[config.mk]
export PLATFORM = sky130hd
export DESIGN_NAME = bus_window_xlate
export DESIGN_NICKNAME = d
export VERILOG_FILES = /design/src/rtl/bwx_pkg.sv /design/src/rtl/bwx_sync.sv /design/src/rtl/bwx_cfg_regs.sv /design/src/rtl/bwx_xlate.sv /design/src/rtl/bus_window_xlate.sv
export SDC_FILE = /design/constraint.sdc
export NUM_CORES = 1
export LEC_CHECK = 0
export ABC_AREA = 1
export BUFFER_PORTS_ARGS = -buffer_cell sky130_fd_sc_hd__buf_4
export CAP_MARGIN = 10
export CORE_UTILIZATION = 53
export CTS_CLUSTER_SIZE = 40
export DETAILED_ROUTE_END_ITERATION = 16
export PLACE_DENSITY = 0.75
export REMOVE_ABC_BUFFERS = 1
export SYNTH_ARGS = -nofsm -noshare
export SYNTH_HDL_FRONTEND = slang
export SYNTH_SLANG_ARGS = --single-unit
[constraint.sdc]
create_clock -name clk -period 2.29 [get_ports clk]
set_clock_uncertainty 0.2 [all_clocks]
set_input_delay 0.1145 -clock clk [delete_from_list [all_inputs] [get_ports clk]]
set_output_delay 0.1145 -clock clk [all_outputs]
set_load 0.1 [all_outputs]
[src/rtl/bwx_pkg.sv]
// Shared types for the bus address window translator.
// Assumes: nothing beyond IEEE 1800-2017.
package bwx_pkg;
    typedef enum logic [1:0] {
        ST_IDLE = 2'd0,
        ST_CALC = 2'd1,
        ST_WAIT = 2'd2
    } xl_state_e;
endpackage

[src/rtl/bwx_sync.sv]
// Two-flop synchronizer for a bundle of asynchronous inputs.
// Assumes: the bundle bits are held stable around the strobe edge, so bits
// may settle on different cycles without harm; resets to zero.
module bwx_sync #(
    parameter int W = 8
) (
    input  logic         clk,
    input  logic         rst_n,
    input  logic [W-1:0] d_async,
    output logic [W-1:0] d_sync
);
    logic [W-1:0] stage1_q;
    logic [W-1:0] stage2_q;

    // Two back-to-back registers reduce metastability exposure.
    always_ff @(posedge clk) begin
        if (!rst_n) begin
            stage1_q <= '0;
            stage2_q <= '0;
        end else begin
            stage1_q <= d_async;
            stage2_q <= stage1_q;
        end
    end

    assign d_sync = stage2_q;
endmodule

[src/rtl/bwx_cfg_regs.sv]
// Software-visible configuration: window base and dummy byte address.
// Assumes: one register written per cycle, selected by cfg_sel.
module bwx_cfg_regs #(
    parameter int ADDR_W = 16
) (
    input  logic              clk,
    input  logic              rst_n,
    input  logic              cfg_we,
    input  logic              cfg_sel,
    input  logic [ADDR_W-1:0] cfg_wdata,
    output logic [ADDR_W-1:0] base_addr,
    output logic [ADDR_W-1:0] dummy_addr
);
    // Load the selected register on a configuration write.
    always_ff @(posedge clk) begin
        if (!rst_n) begin
            base_addr  <= '0;
            dummy_addr <= '0;
        end else if (cfg_we) begin
            if (cfg_sel) dummy_addr <= cfg_wdata;
            else         base_addr  <= cfg_wdata;
        end
    end
endmodule

[src/rtl/bwx_xlate.sv]
// Access capture, address translation, page gating and request handshake.
// Assumes: inputs are already synchronized; cs_sync rising starts an access;
// xfer_ack is in the clock domain and is honoured only while waiting.
module bwx_xlate
    import bwx_pkg::*;
#(
    parameter int ADDR_W        = 16,
    parameter int OFFS_W        = 12,
    parameter int BYTE_W        = 8,
    parameter int FIRST_RW_PAGE = 12
) (
    input  logic              clk,
    input  logic              rst_n,
    input  logic [BYTE_W-1:0] lo_sync,
    input  logic [BYTE_W-1:0] hi_sync,
    input  logic [BYTE_W-1:0] data_sync,
    input  logic              rnw_sync,
    input  logic              cs_sync,
    input  logic [ADDR_W-1:0] base_addr,
    input  logic [ADDR_W-1:0] dummy_addr,
    input  logic              xfer_ack,
    output logic              xfer_req,
    output logic [ADDR_W-1:0] xfer_addr,
    output logic              xfer_rnw,
    output logic [BYTE_W-1:0] xfer_data,
    output logic              write_redirected
);
    localparam int PAGE_W = OFFS_W - BYTE_W;

    xl_state_e         state_q;
    logic              cs_prev_q;
    logic              cs_rise;
    logic [PAGE_W-1:0] page_q;
    logic [BYTE_W-1:0] index_q;
    logic [BYTE_W-1:0] data_q;
    logic              rnw_q;
    logic [ADDR_W-1:0] trans_addr;
    logic              page_writable;

    assign cs_rise       = cs_sync && !cs_prev_q;
    assign trans_addr    = base_addr + ADDR_W'({page_q, index_q});
    assign page_writable = (int'(page_q) >= FIRST_RW_PAGE);

    // Delay the synchronized chip-select for edge detection.
    always_ff @(posedge clk) begin
        if (!rst_n) cs_prev_q <= 1'b0;
        else        cs_prev_q <= cs_sync;
    end

    // Sequence capture, address registration and acknowledge wait.
    always_ff @(posedge clk) begin
        if (!rst_n) begin
            state_q          <= ST_IDLE;
            page_q           <= '0;
            index_q          <= '0;
            data_q           <= '0;
            rnw_q            <= 1'b0;
            xfer_req         <= 1'b0;
            xfer_addr        <= '0;
            xfer_rnw         <= 1'b0;
            xfer_data        <= '0;
            write_redirected <= 1'b0;
        end else begin
            xfer_req <= 1'b0;
            unique case (state_q)
                ST_IDLE: begin
                    if (cs_rise) begin
                        page_q  <= hi_sync[PAGE_W-1:0];
                        index_q <= lo_sync;
                        data_q  <= data_sync;
                        rnw_q   <= rnw_sync;
                        state_q <= ST_CALC;
                    end
                end
                ST_CALC: begin
                    xfer_req  <= 1'b1;
                    xfer_rnw  <= rnw_q;
                    xfer_data <= data_q;
                    if (rnw_q || page_writable) begin
                        xfer_addr <= trans_addr;
                    end else begin
                        xfer_addr <= dummy_addr;
                    end
                    if (!rnw_q) write_redirected <= !page_writable;
                    state_q <= ST_WAIT;
                end
                ST_WAIT: begin
                    if (xfer_ack) state_q <= ST_IDLE;
                end
                default: state_q <= ST_IDLE;
            endcase
        end
    end
endmodule

[src/rtl/bus_window_xlate.sv]
// Top level: synchronizes the external bus, holds configuration and
// translates each access into one DMA byte-transfer request.
// Assumes: external fields are stable while ext_cs rises and for at least
// three clock cycles afterwards.
module bus_window_xlate #(
    parameter int ADDR_W        = 16,
    parameter int OFFS_W        = 12,
    parameter int BYTE_W        = 8,
    parameter int FIRST_RW_PAGE = 12
) (
    input  logic              clk,
    input  logic              rst_n,
    input  logic              cfg_we,
    input  logic              cfg_sel,
    input  logic [ADDR_W-1:0] cfg_wdata,
    input  logic [BYTE_W-1:0] ext_addr_lo,
    input  logic [BYTE_W-1:0] ext_addr_hi,
    input  logic [BYTE_W-1:0] ext_data,
    input  logic              ext_rnw,
    input  logic              ext_cs,
    input  logic              xfer_ack,
    output logic              xfer_req,
    output logic [ADDR_W-1:0] xfer_addr,
    output logic              xfer_rnw,
    output logic [BYTE_W-1:0] xfer_data,
    output logic              write_redirected
);
    localparam int BUNDLE_W = 3 * BYTE_W + 2;

    logic [BUNDLE_W-1:0] bundle_async;
    logic [BUNDLE_W-1:0] bundle_sync;
    logic [BYTE_W-1:0]   lo_s, hi_s, data_s;
    logic                rnw_s, cs_s;
    logic [ADDR_W-1:0]   base_addr, dummy_addr;

    assign bundle_async = {ext_addr_lo, ext_addr_hi, ext_data, ext_rnw, ext_cs};
    assign {lo_s, hi_s, data_s, rnw_s, cs_s} = bundle_sync;

    bwx_sync #(.W(BUNDLE_W)) u_sync (
        .clk     (clk),
        .rst_n   (rst_n),
        .d_async (bundle_async),
        .d_sync  (bundle_sync)
    );

    bwx_cfg_regs #(.ADDR_W(ADDR_W)) u_cfg (
        .clk        (clk),
        .rst_n      (rst_n),
        .cfg_we     (cfg_we),
        .cfg_sel    (cfg_sel),
        .cfg_wdata  (cfg_wdata),
        .base_addr  (base_addr),
        .dummy_addr (dummy_addr)
    );

    bwx_xlate #(
        .ADDR_W        (ADDR_W),
        .OFFS_W        (OFFS_W),
        .BYTE_W        (BYTE_W),
        .FIRST_RW_PAGE (FIRST_RW_PAGE)
    ) u_xlate (
        .clk              (clk),
        .rst_n            (rst_n),
        .lo_sync          (lo_s),
        .hi_sync          (hi_s),
        .data_sync        (data_s),
        .rnw_sync         (rnw_s),
        .cs_sync          (cs_s),
        .base_addr        (base_addr),
        .dummy_addr       (dummy_addr),
        .xfer_ack         (xfer_ack),
        .xfer_req         (xfer_req),
        .xfer_addr        (xfer_addr),
        .xfer_rnw         (xfer_rnw),
        .xfer_data        (xfer_data),
        .write_redirected (write_redirected)
    );
endmodule

==> summary.md <==
The worst-margin pin slew works out to 0.637 ns. Endpoint of the lowest-slack register-to-register path: u_xlate.xfer_addr[14]. Across the VDD grid, the largest voltage drop is 0.000604 V. Detailed routing inserted a total of 4521 vias.

The flow ran to the end, and the final reports show no timing, DRC or antenna violations. For the maximum level of the CTS H-tree, the log shows 4. Walking the worst path, the cells encountered are dlygate4sd3_1, buf_4, nand2_1, dlygate4sd3_1, buf_4, o21ai_0, dlygate4sd3_1, nor2_1.

Setup repair after global routing left no endpoint under its margin. For the cell area after synthesis, the log shows 5090 um^2. After Yosys synthesis, full adders, half adders and majority gates account for 3.34% of the synthesized area. After clock tree synthesis, the repair step resized 0 gates. The xor/xnor share of the synthesized area came out at 0.860%.

Sorting the synthesized cells by area gives the leading types as dfxtp_1, nand2_1, nor2_1, o21ai_0, inv_1. Origin of the worst setup path: cfg_we. The analysis attributes to cell leakage a power of 3.52 nW. After synthesis, the most frequently instantiated cells are nand2_1, dfxtp_1, nor2_1, inv_1, o21ai_0. Yosys mapped a number of flops with a built-in enable equal to 0. The final critical-path required period was 2.20 ns; the fraction of layout cells with a size suffix above 1 was 16.5%. The half-perimeter wire length after detailed placement was 7270 um. The clock passes through at most 2 buffers. Library cell appearing most often on the critical path: dlygate4sd3_1. The worst register-to-register path has a depth of 12. For the fill cell instance count of the final layout, the log shows 735. The largest family of logic cells by synthesized area was simple AND/OR/NAND/NOR gates. The count of pins on the block boundary is 74. The via count of the first global-routing pass was 4312. The number of vias per cell after detailed routing works out to 4.76.

The tightest hold path in the finished design has a slack of 0.117 ns. In the final layout, the multi-input gates occupy 2050 um^2. The fraction of synthesized area in multiplexers works out to 0%. The first global-routing pass estimated 19500 um of wire. Final net count: 867.

The routed design has 11500 um of wire. At the worst endpoint, the required time is 2.55 ns. The tools report the critical path launch point type as an input port.

Power spread over the standard cell area amounts to 805 nW/um^2. The class of the tightest hold or removal check is in2reg. TritonCTS built the clock tree.

The biggest area contributor in the post-synthesis netlist is dfxtp_1. The area of the core was 9280 um^2; the number of cells after detailed placement was 859. The maximum clock frequency is 454 MHz.

The run gives 0.0853 ns as the worst path setup slack after routing. In the final routed layout, each cell accounts on average for 12.1 um. In this run the worst path has a maximum fanout of 19. Data on the critical path arrives at its endpoint at 2.46 ns. Port buffering added 69 buffers. The number of optimization iterations in the first detailed-route pass was 5; the placer congestion estimate was 0.828. Synthesis handed over a netlist of 684 instances. The number of setup buffers added after CTS is 0. Measured along the x axis, the die boundary spans 100 um. Setup violations remaining at the end of the flow were counted as 0. The largest net degree at the start of global routing is 53, and the floorplan die area is 10000 um^2.

After synthesis, the netlist uses 29 different library cells. Clock tree synthesis inserted a total of 17 buffers. The share of the cycle needed by the critical path after routing is 96.3%, and the worst relative slew slack is 57.5%.

The post-detailed-route DRC marker count is 0, and the starting density of the core is 54.8%. From bottom edge to top edge, the die measures 100 um. The area growth from synthesis to layout is 34.8%. The sequential cells in the finished layout cover a total of 2540 um^2.

The count of max-cap constraint violations came out at 0. The commonest register cell after synthesis is dfxtp_1. The count of nets left with antenna violations once routing finished came out at 0. Number of antenna violations at the first check in global routing: 0. The number of violations reported at the end of detailed-routing iteration 0 was 180. In this run the mean area of a mapped cell was 7.44 um^2. In this run the worst setup path terminates at u_cfg.dummy_addr[14]. Counting every sink on the clock net gives 127. Clock latency on the worst-skew pair, taken at its later pin, is 0.51 ns.

Of the post-synthesis cell area, the dominant cell type holds 50.0%. After clock tree synthesis, the clock-pin slew on the worst setup and hold paths is 0.07 ns. The count of pins over their slew limit came out at 0.

On the worst path, the slowest cell contributes a delay of 0.58 ns. Of all flip-flops after synthesis, the portion carrying an async set or reset was 0%. For this design, the slowest cell found on the critical path is dlygate4sd3_1. For this run, the register share of the synthesized area comes to 50.0%.

Yosys instantiated no cell more often than nand2_1. The tools report the total congestion overflow as 0. Prior to clock tree synthesis, the placed netlist has a worst setup slack of 0.254 ns. The critical path in this run is classified as in2reg.

Synthesis inferred 127 register bits. The run gives 0 ns as the setup total negative slack. The cell sitting at the root of the clock tree is a clkbuf_8.

The fraction of the mapped netlist area in compound gates was 11.9%; the count of final hold-check violations was 0. The share of synthesized cell area in and, or, nand and nor gates is 24.1%, and the number of antenna diodes is 0. The reg-to-reg setup timing slack was 0.26 ns. The startpoint of the worst register-to-register path was u_cfg.base_addr[0]. STA classifies the critical path endpoint as a flop. Global routing used 24.9% of the available tracks across all layers. After the flow finishes, the layout carries non-filler instances totaling 949. Yosys printed 0 warnings. In this run the core area contains 35 standard-cell rows.
==> worst min path at each step <==
stage | to | start | depth (start not counted) | slack, ns
CTS | u_sync.stage1_q[2] | ext_data[0] | 4 | 0.09
global route | u_sync.stage1_q[11] | ext_addr_hi[1] | 4 | 0.12
global placement | u_sync.stage1_q[4] | ext_data[2] | 3 | 0.1
finish | u_sync.stage1_q[2] | ext_data[0] | 4 | 0.12
detailed placement | u_sync.stage1_q[2] | ext_data[0] | 3 | 0.1
floorplan | u_sync.d_sync[0] | rst_n | 2 | 0.008
==> kinds of logic after synthesis <==
| logic type | count (synthesis) |
|---|---|
| AO/OA/AOI/OAI | 117 |
| XOR/XNOR | 5 |
| adder cells (fa/ha/maj) | 13 |
| buffers and inverters | 127 |
| flip-flops | 127 |
| AND/OR/NAND/NOR | 295 |
==> per-stage QoR <==
stage          cell area (um^2)  power, mW  util [%]
2_1_floorplan              4950       2.71         -
3_3_place_gp               5700       2.89      61.4
3_5_place_dp               5700       2.90      61.4
4_1_cts                    6860       5.56      73.9
5_1_grt                    6860       5.73      73.9
6_report                   6860       5.52      73.9
==> layout by cell type, fill, tap and decap left out, types with 2 or more instances in the layout <==
| cell type | instances |
|---|---|
| nand3b_1 | 3 |
| clkinv_8 | 3 |
| inv_2 | 6 |
| xor2_1 | 3 |
| nand3_1 | 16 |
| ha_1 | 12 |
| dfxtp_1 | 127 |
| clkbuf_16 | 16 |
| a21oi_2 | 4 |
| inv_6 | 3 |
| xnor2_1 | 2 |
| a31oi_1 | 6 |
| or2_1 | 2 |
| nand2_1 | 133 |
| dlygate4sd3_1 | 58 |
| inv_1 | 91 |
| o21ai_0 | 81 |
| buf_4 | 75 |
| nor3_2 | 3 |
| nor2_1 | 123 |
| clkinvlp_4 | 2 |
| inv_8 | 6 |
| a21oi_1 | 24 |
| o21ai_1 | 2 |
| nand2_2 | 8 |
==> per-layer routing <==
| layer | share of wire, % | GRT usage, % |
|---|---|---|
| met3 | 4.1 | 5.22 |
| met2 | 49 | 42.7 |
| met4 | 1.7 | 10.6 |
| met5 | 0 | 0 |
| met1 | 45 | 30.3 |
==> report_power, final <==
group	internal [mW]	switching, mW	leakage, nW
Combinational	0.236	0.341	2.20
Sequential	2.32	0.0508	1.04
Clock	1.41	1.17	0.279
==> final cells by class <==
class | count | area share (%)
clock buffer | 17 | 6.04
clock inverter | 15 | 2.43
inverter | 97 | 5.31
multi-input combinational | 430 | 29.9
sequential | 127 | 37.1
tap | 129 | 2.35
timing repair buffer | 134 | 17.0
==> registers in the layout, indices dropped and copies added, names as in the netlist, 4 cells and up <==
register and count:
u_xlate.page_q 4, u_xlate.data_q 8, u_xlate.xfer_addr 16, u_cfg.base_addr 16
u_sync.d_sync 22, u_sync.stage1_q 22, u_xlate.index_q 8, u_xlate.xfer_data 8
u_cfg.dummy_addr 16
==> critical path: cells and delay by family <==
family | cells | cell delay [ns]
buffers and inverters | 5 | 2.07
AND/OR/NAND/NOR | 2 | 0.15
AO/OA/AOI/OAI | 1 | 0.12
==> what timing repair did <==
item                       CTS  global route
setup endpoints to repair    0             0
hold buffers                58             0
hold endpoints to repair    85             0
No activity file was read; power rests on OpenSTA's default activity.
